[config.mk]
export PLATFORM = sky130hd
export DESIGN_NAME = gpio_bank
export DESIGN_NICKNAME = d
export VERILOG_FILES = /design/src/rtl/gpio_bank_pkg.sv /design/src/rtl/gpio_sync.sv /design/src/rtl/gpio_port.sv /design/src/rtl/gpio_bank.sv
export SDC_FILE = /design/constraint.sdc
export NUM_CORES = 1
export LEC_CHECK = 0
export ABC_AREA = 1
export BUFFER_PORTS_ARGS = -buffer_cell sky130_fd_sc_hd__buf_2
export CAP_MARGIN = 30
export CORE_MARGIN = 4
export CORE_UTILIZATION = 37
export CTS_CLUSTER_DIAMETER = 50
export DETAILED_ROUTE_END_ITERATION = 16
export PLACE_DENSITY_LB_ADDON = 0.25
export SLEW_MARGIN = 20
export SYNTH_ARGS = -nofsm -noshare
export SYNTH_HDL_FRONTEND = slang
export SYNTH_SLANG_ARGS = --single-unit
[constraint.sdc]
create_clock -name clk -period 1.9 [get_ports clk]
set_clock_uncertainty 0.05 [all_clocks]
set_input_delay 0.475 -clock clk [delete_from_list [all_inputs] [get_ports clk]]
set_output_delay 0.475 -clock clk [all_outputs]
set_load 0.05 [all_outputs]
[src/rtl/gpio_bank_pkg.sv]
package gpio_bank_pkg;
    typedef enum logic [1:0] {
        K_INPUT    = 2'd0,
        K_OUTPUT   = 2'd1,
        K_POLARITY = 2'd2,
        K_CONFIG   = 2'd3
    } reg_kind_e;

    typedef enum logic {
        ST_QUIET = 1'b0,
        ST_ALERT = 1'b1
    } irq_state_e;
endpackage

[src/rtl/gpio_sync.sv]
module gpio_sync #(
    parameter int WIDTH = 16
) (
    input  logic             clk,
    input  logic             rst_n,
    input  logic [WIDTH-1:0] d,
    output logic [WIDTH-1:0] q
);
    logic [WIDTH-1:0] meta_q;

    always_ff @(posedge clk or negedge rst_n) begin
        if (!rst_n) begin
            meta_q <= '0;
            q      <= '0;
        end else begin
            meta_q <= d;
            q      <= meta_q;
        end
    end
endmodule

[src/rtl/gpio_port.sv]
module gpio_port
    import gpio_bank_pkg::*;
#(
    parameter int PORT_W     = 8,
    parameter bit OPEN_DRAIN = 1'b0
) (
    input  logic              clk,
    input  logic              rst_n,
    input  logic              wr_out,
    input  logic              wr_pol,
    input  logic              wr_cfg,
    input  logic [PORT_W-1:0] wdata,
    input  logic              rd_in,
    input  logic [PORT_W-1:0] pin_s,
    output logic [PORT_W-1:0] out_q,
    output logic [PORT_W-1:0] pol_q,
    output logic [PORT_W-1:0] cfg_q,
    output logic [PORT_W-1:0] in_view,
    output logic [PORT_W-1:0] drv_val,
    output logic [PORT_W-1:0] drv_en,
    output logic              alert
);
    irq_state_e        st_q, st_d;
    logic [PORT_W-1:0] snap_q;
    logic              differs;

    always_ff @(posedge clk or negedge rst_n) begin
        if (!rst_n) begin
            out_q  <= '1;
            pol_q  <= '0;
            cfg_q  <= '1;
            snap_q <= '0;
        end else begin
            if (wr_out) out_q  <= wdata;
            if (wr_pol) pol_q  <= wdata;
            if (wr_cfg) cfg_q  <= wdata;
            if (rd_in)  snap_q <= pin_s;
        end
    end

    assign differs = |((pin_s ^ snap_q) & cfg_q);

    // state register
    always_ff @(posedge clk or negedge rst_n) begin
        if (!rst_n) st_q <= ST_QUIET;
        else        st_q <= st_d;
    end

    // next state and outputs
    always_comb begin
        st_d = st_q;
        unique case (st_q)
            ST_QUIET: if (!rd_in && differs) st_d = ST_ALERT;
            ST_ALERT: if (rd_in || !differs) st_d = ST_QUIET;
        endcase
        alert   = (st_q == ST_ALERT);
        in_view = pin_s ^ pol_q;
    end

    generate
        if (OPEN_DRAIN) begin : g_od
            assign drv_en  = ~cfg_q & ~out_q;
            assign drv_val = '0;
        end else begin : g_pp
            assign drv_en  = ~cfg_q;
            assign drv_val = out_q;
        end
    endgenerate
endmodule

[src/rtl/gpio_bank.sv]
module gpio_bank
    import gpio_bank_pkg::*;
#(
    parameter int PORT_W     = 8,
    parameter int NUM_PORTS  = 2,
    parameter bit OPEN_DRAIN = 1'b0,
    localparam int PSEL_W    = $clog2(NUM_PORTS),
    localparam int ADDR_W    = PSEL_W + 2,
    localparam int PIN_W     = PORT_W * NUM_PORTS
) (
    input  logic              clk,
    input  logic              rst_n,
    input  logic [ADDR_W-1:0] addr,
    input  logic [PORT_W-1:0] wdata,
    input  logic              wr_en,
    input  logic              rd_en,
    output logic [PORT_W-1:0] rdata,
    input  logic [PIN_W-1:0]  pin_in,
    output logic [PIN_W-1:0]  pin_out,
    output logic [PIN_W-1:0]  pin_oe,
    output logic              irq_n
);
    reg_kind_e         kind;
    logic [PSEL_W-1:0] psel;
    logic [PIN_W-1:0]  pin_s;
    logic [PIN_W-1:0]  cfg_flat;
    logic [NUM_PORTS-1:0] alert_vec;
    logic [PORT_W-1:0] out_a  [NUM_PORTS];
    logic [PORT_W-1:0] pol_a  [NUM_PORTS];
    logic [PORT_W-1:0] cfg_a  [NUM_PORTS];
    logic [PORT_W-1:0] view_a [NUM_PORTS];

    assign kind = reg_kind_e'(addr[ADDR_W-1:PSEL_W]);
    assign psel = addr[PSEL_W-1:0];

    gpio_sync #(.WIDTH(PIN_W)) u_sync (
        .clk   (clk),
        .rst_n (rst_n),
        .d     (pin_in),
        .q     (pin_s)
    );

    generate
        for (genvar p = 0; p < NUM_PORTS; p++) begin : g_port
            logic hit;
            assign hit = (psel == PSEL_W'(p));
            gpio_port #(.PORT_W(PORT_W), .OPEN_DRAIN(OPEN_DRAIN)) u_port (
                .clk     (clk),
                .rst_n   (rst_n),
                .wr_out  (wr_en && hit && kind == K_OUTPUT),
                .wr_pol  (wr_en && hit && kind == K_POLARITY),
                .wr_cfg  (wr_en && hit && kind == K_CONFIG),
                .wdata   (wdata),
                .rd_in   (rd_en && hit && kind == K_INPUT),
                .pin_s   (pin_s[p*PORT_W +: PORT_W]),
                .out_q   (out_a[p]),
                .pol_q   (pol_a[p]),
                .cfg_q   (cfg_a[p]),
                .in_view (view_a[p]),
                .drv_val (pin_out[p*PORT_W +: PORT_W]),
                .drv_en  (pin_oe[p*PORT_W +: PORT_W]),
                .alert   (alert_vec[p])
            );
            assign cfg_flat[p*PORT_W +: PORT_W] = cfg_a[p];
        end
    endgenerate

    always_comb begin
        unique case (kind)
            K_INPUT:    rdata = view_a[psel];
            K_OUTPUT:   rdata = out_a[psel];
            K_POLARITY: rdata = pol_a[psel];
            K_CONFIG:   rdata = cfg_a[psel];
        endcase
    end

    assign irq_n = ~(|alert_vec);
endmodule

==> flow_summary.toml, run 1 <==
[synthesis]
synth_top_area_share_pct = 36.6
synth_edf_count = 0
synth_top_flop_cell = "dfrtp_1"
synth_cells = 513
synth_top_area_cell = "dfrtp_1"
syn-num-nets = 544
ys_async_sr_fraction_pct = 100
yosys_warnings = 0
synth_area_sq_um = 4510
synth_seq_area_share_pct = 55.3
ys_types = 27
ys_ff_latch = 98
synth_area_per_cell_sq_um = 8.79
synthTopCellsByArea = "dfrtp_1 37%, dfstp_2 19%, nand2_1 11%, inv_1 5.6%, o21ai_0 5.4%"

[sta]
hold_viol_final = 0
slew_viol_final = 0
finalSetupViolCount = 8
period_share_pct = 106
rsz0062_at_grt = "true"
slew_headroom_pct = 76.8
fmax_ghz = 0.495
holdWs_ns = 0.172
worst_slack_ns = -0.119
tightest_slew_ns = 0.347
final.setup.tns_ns = -0.559
period_needed_ns = 2.02

[pwr]
netSwitchingFraction_pct = 36.3
clockPowerShare_pct = 27.0
power_frac_seq_pct = 43.3
switchingPower_w = 0.00230
vdd_drop_max_mv = 0.388
internal-power_w = 0.00405
power_density_nw_per_um2 = 1110
p_leak_nw = 2.82
total_power_w = 0.00635
combPwrFrac_pct = 29.7

[job]
maxCapViolCount = 0

[clock_tree]
cts_buffers = 9
clkSinkCount = 98
clk_pin_slew_worst_paths_ns = 0.07
cts_tree = "built"
htree_levels = 3
root_buffer = "clkbuf_16"
cts_buffer_depth = 2
clk_latency_ns = 0.35

[critical_path]
setup.worst_path.end_class = "output pin"
cp.required_ns = 1.37
reg2regPathDepth = 5
critPathMaxStageDelay_ns = 0.41
cp-start-kind = "flop"
r2r-end = "g_port[0].u_port.alert$_DFF_PN0_"
crit_chain = "buf_6 > a21oi_2 > nand2_1 > nand3_1 > nand4_1 > buf_6"
path_max_fanout = 3
critPathKind = "reg2out"
regToRegSetupSlack_ns = 0.62
cpMaxStageDelayCell = "dfrtp_1"
r2r-start = "g_port[0].u_port.cfg_q[3]$_DFFE_PN1P_"
cp_data_arrival_time_ns = 1.49
cp_common_cell = "buf_6"

[grt]
antenna_found_initial = 0
grt_pass1_wl_um = 19800
grt_max_degree = 47
overflow = 0
grt_pass1_vias = 3805
grt_usage_pct = 18.3

[die]
core-area_sq_um = 12000
die_y_um = 118
die_x_um = 118
io_pins = 72
initial_utilization_pct = 37.7
floorplan.die_area_sq_um = 14000
rows = 40

[placement]
place_congestion = 0.841
dpl.hpwl_um = 8830
post-place-ws_ns = -0.150
io_buffers = 71

[run_status]
violations = "negative setup slack"
status = "finished with violations"

[drt]
drc_errors = 0
ant_nets = 0
via_count = 3735
via_per_inst = 4.81
routed_wl_um = 12100
first_pass_iters = 4
wire_per_inst_um = 15.6
drt_iter0_markers = 182

[hold_path]
worstHoldStart = "pin_in[7]"
hold_end = "u_sync.meta_q[7]$_DFF_PN0_"
min_delay_path_depth = 1
hp-class = "in2reg"

[final_layout]
multi_input_area_sq_um = 1680
fillers = 1185
diodes = 0
drive_gt1_share_pct = 36.7
nets = 656
syn_to_final_growth_pct = 27.3
final-seq-area_sq_um = 2490
-- synthesized netlist by cell type, types with 5 or more instances --
library cell  number
o21ai_0           49
dfstp_2           32
nor2_1            19
dfrtp_1           66
o21ai_1           36
nand4_1            7
nand2_1          134
buf_6             10
inv_2              5
a21oi_1           21
inv_1             67
or2_2              6
nand2_4            5
nand3_1           31
-- critical path: cells and delay by family (launching register included) --
kind	cells	cell delay [ns]
compound gates	1	0.13
simple gates	3	0.28
flops	1	0.41
buf+inv	2	0.33
-- logic make-up (layout without fill, tap and decap cells) --
logic type             after synthesis  in the layout  synth area share (%)
AO/OA/AOI/OAI                      111            111                  12.7
XOR/XNOR                             2              2                 0.389
buffers and inverters               90            207                  9.55
flip-flops                          98             98                  55.3
AND/OR/NAND/NOR                    212            212                  22.1
-- flip-flops by register name, summed over array words and instances (netlist names) --
name	cells
g_port.u_port.alert	2
g_port.u_port.cfg_q	16
g_port.u_port.snap_q	16
g_port.u_port.drv_val	16
g_port.u_port.pol_q	16
u_sync.meta_q	16
u_sync.q	16
-- final cells by class --
class / count / area share (%)
repair buffers: 117 / 14.1
flip-flops and latches: 98 / 43.4
multi-input cells: 325 / 29.3
inverters: 73 / 4.91
repair inverters: 1 / 0.153
clock buffers: 10 / 4.17
well taps: 147 / 3.21
clock inverters: 6 / 0.720
-- through the flow --
| step | cells | cell area, sq um | utilization (%) |
|---|---|---|---|
| after floorplan | 513 | 4520 | - |
| after global placement | 726 | 5020 | 41.9 |
| after detailed placement | 726 | 5020 | 41.9 |
| after CTS | 771 | 5640 | 47.1 |
| after global routing | 777 | 5740 | 48.0 |
| final | 777 | 5740 | 48.0 |
-- power by group through the flow --
stage	Clock [W]	Combinational (W)	Sequential, W
finish	0.00171	0.00189	0.00275
global route	0.00188	0.00205	0.00279
CTS	0.00178	0.00183	0.00275
detailed placement	0	0.00159	0.00281
global placement	0	0.00157	0.00281
floorplan	0	0.000962	0.00294
-- cell usage in the layout (no fill, tap or decap), types with 2 or more instances in the layout --
cell,instances
nand2_1,129
dfrtp_1,66
buf_2,60
inv_1,53
o21ai_1,44
o21ai_0,40
buf_4,40
dfstp_2,32
nand3_1,27
inv_2,19
nor2_1,19
a21oi_2,16
buf_6,14
a21oi_1,9
clkbuf_16,9
nand2_2,8
nand4_1,7
or2_4,6
nand2_4,5
nand3_2,4
nand3_4,3
clkinvlp_4,3
nor2_8,2
inv_6,2
clkinv_2,2
buf_12,2
-- how the worst max path moves through the flow --
stage	cells after the start	from	end
after floorplan	7	addr[0]	rdata[0]
after global placement	7	addr[0]	rdata[7]
after detailed placement	6	addr[0]	rdata[6]
after CTS	6	g_port[1].u_port.pol_q[2]$_DFFE_PN0P_	rdata[2]
after global routing	6	g_port[1].u_port.pol_q[2]$_DFFE_PN0P_	rdata[2]
final	6	g_port[1].u_port.pol_q[2]$_DFFE_PN0P_	rdata[2]
-- what timing repair did --
item	CTS	global route
gates cloned	1	0
pin swaps	19	17
setup buffers	27	6
endpoints found under the setup margin	8	8
hold endpoints to repair	5	0
hold buffers	1	0
gates resized for setup	55	21
-- routing by layer --
| layer | global-route usage, % | vias to the layer above | share of wire [%] |
|---|---|---|---|
| li1 | - | 1851 | - |
| met1 | 23.6 | 1797 | 45 |
| met2 | 29.9 | 76 | 48 |
| met3 | 6.12 | 11 | 5.8 |
| met4 | 4.13 | 0 | 0.98 |
| met5 | 0 | - | 0 |
No activity file was read; power rests on OpenSTA's default activity.
==> run 2, diff against run 1 <==
Settings changed: CORE_ASPECT_RATIO set to 0.9, MAX_ROUTING_LAYER set to met4.
==> run 2 against run 1 <==
Against the previous run:
- the run still ends with negative setup slack left
- wire length grew 1.6%
- clock power grew 16%
- first-iteration DRC count grew 47%
- combinational power is essentially flat
- worst hold slack gained 0.0027 ns
- final area grew 2.7%
- critical endpoint is now rdata[1]
- highest routed layer unchanged
==> flow_summary.toml, run 2 (synthesis gave the netlist of run 1 again) <==
[final_layout]
finalInstanceArea_sq_um = 5890
syn_to_final_growth_pct = 30.7
final_cell_mix = "129 x nand2_1, 66 x dfrtp_1, 61 x buf_2, 53 x inv_1, 45 x o21ai_1"
layout_commonest_cell = "nand2_1"
diodes = 0
final_util_pct = 50.5
drive_gt1_share_pct = 38.1
nets = 659

[job]
maxCapViolCount = 0

[sta]
rsz0062_at_grt = "true"
fmax_ghz = 0.488
period_share_pct = 108
tightest_slew_ns = 0.325
slew_viol_final = 0
final.setup.tns_ns = -0.610
finalSetupViolCount = 8
period_needed_ns = 2.05
worst_slack_ns = -0.148
slew_headroom_pct = 78.3
hold_viol_final = 0

[critical_path]
cp-start-kind = "flop"
path_max_fanout = 3
setup.worst_path.end_class = "output pin"
r2r-start = "g_port[0].u_port.cfg_q[3]$_DFFE_PN1P_"
r2r-end = "g_port[0].u_port.alert$_DFF_PN0_"
crit_end = "rdata[1]"
regToRegSetupSlack_ns = 0.72
cp.required_ns = 1.37
reg2regPathDepth = 5
critPathKind = "reg2out"
cp_data_arrival_time_ns = 1.52
cp-startpoint = "g_port[1].u_port.pol_q[1]$_DFFE_PN0P_"

[placement]
place_congestion = 0.863
post-place-ws_ns = -0.338
post_dp_cell_area_sq_um = 5130
io_buffers = 71
dpl.hpwl_um = 8680

[clock_tree]
htree_levels = 3
cts_buffers = 9
clk_pin_slew_worst_paths_ns = 0.07
cts_buffer_depth = 2
cts_tree = "built"
clk_latency_ns = 0.35
root_buffer = "clkbuf_16"
clkSinkCount = 98

[drt]
first_pass_iters = 5
wl_met1_um = 5660
ant_nets = 0
routed.top_layer = "met4"
drt_iter0_markers = 267
wire_per_inst_um = 15.6
via_per_inst = 4.87
routed_wl_um = 12300
drc_errors = 0
wl_met3_um = 561
wl_met2_um = 5920
via_count = 3840

[run_status]
violations = "negative setup slack"
status = "finished with violations"

[die]
core-area_sq_um = 11700
initial_utilization_pct = 38.6
rows = 37
io_pins = 72
die_y_um = 113
die_x_um = 124
floorplan.die_area_sq_um = 14000

[pwr]
vdd_drop_max_mv = 0.615
p_leak_nw = 2.87
power_density_nw_per_um2 = 1120

[grt]
grt_pass1_vias = 3862
antenna_found_initial = 0
grt_max_degree = 46
grt_usage_pct = 18.0
grt_pass1_wl_um = 19500
overflow = 0

[hold_path]
hp-class = "in2reg"
run 2: per-layer routing:
metal / track usage (%) / vias up
met5: - / -
met4: 4.82 / 0
met3: 4.11 / 11
met2: 28.9 / 114
met1: 23.3 / 1851
li1: - / 1864
run 2: timing repair:
action	CTS	global route
resized for setup	68	20
buffers inserted	20	7
hold endpoints to repair	16	0
setup endpoints to repair	8	8
pin swaps	21	15
gates cloned	0	2
hold buffers	1	0
run 2: worst min-delay path by stage:
stage	to	cells past startpoint	slack, ns	startpoint
6_report	u_sync.meta_q[10]$_DFF_PN0_	1	0.17	pin_in[10]
5_1_grt	u_sync.meta_q[10]$_DFF_PN0_	1	0.16	pin_in[10]
2_1_floorplan	g_port[0].u_port.alert$_DFF_PN0_	0	0.13	rst_n
4_1_cts	u_sync.meta_q[10]$_DFF_PN0_	1	0.16	pin_in[10]
3_5_place_dp	u_sync.q[15]$_DFF_PN0_	0	0.29	u_sync.meta_q[15]$_DFF_PN0_
3_3_place_gp	u_sync.q[7]$_DFF_PN0_	0	0.28	u_sync.meta_q[7]$_DFF_PN0_
run 2: power breakdown:
group          switching (W)  internal [W]
logic                0.00126      0.000612
clock network       0.000793       0.00120
registers           0.000251       0.00249
run 2: critical path: stages, from the launching register on:
cell and delay, ns:
dfrtp_1 0.42, buf_6 0.14, a21oi_2 0.11, nand2_1 0.06
nand3_1 0.06, nand4_1 0.17, buf_6 0.21
run 2: per-stage QoR:
stage | instances | power [W] | hold slack (ns)
5_1_grt | 789 | 0.00694 | 0.163
3_3_place_gp | 747 | 0.00436 | 0.283
2_1_floorplan | 513 | 0.00390 | 0.129
6_report | 789 | 0.00661 | 0.175
3_5_place_dp | 747 | 0.00440 | 0.286
4_1_cts | 780 | 0.00661 | 0.164
run 2: area by class of cell:
type                            instances  area [sq um]
Multi-Input combinational cell        325          1720
Timing Repair Buffer                  120           862
Inverter                               73           287
Tap cell                              156           195
Clock buffer                           11           243
Clock inverter                          5          86.3
Fill cell                            1095          5770
Timing Repair inverter                  1          8.76
Sequential cell                        98          2490
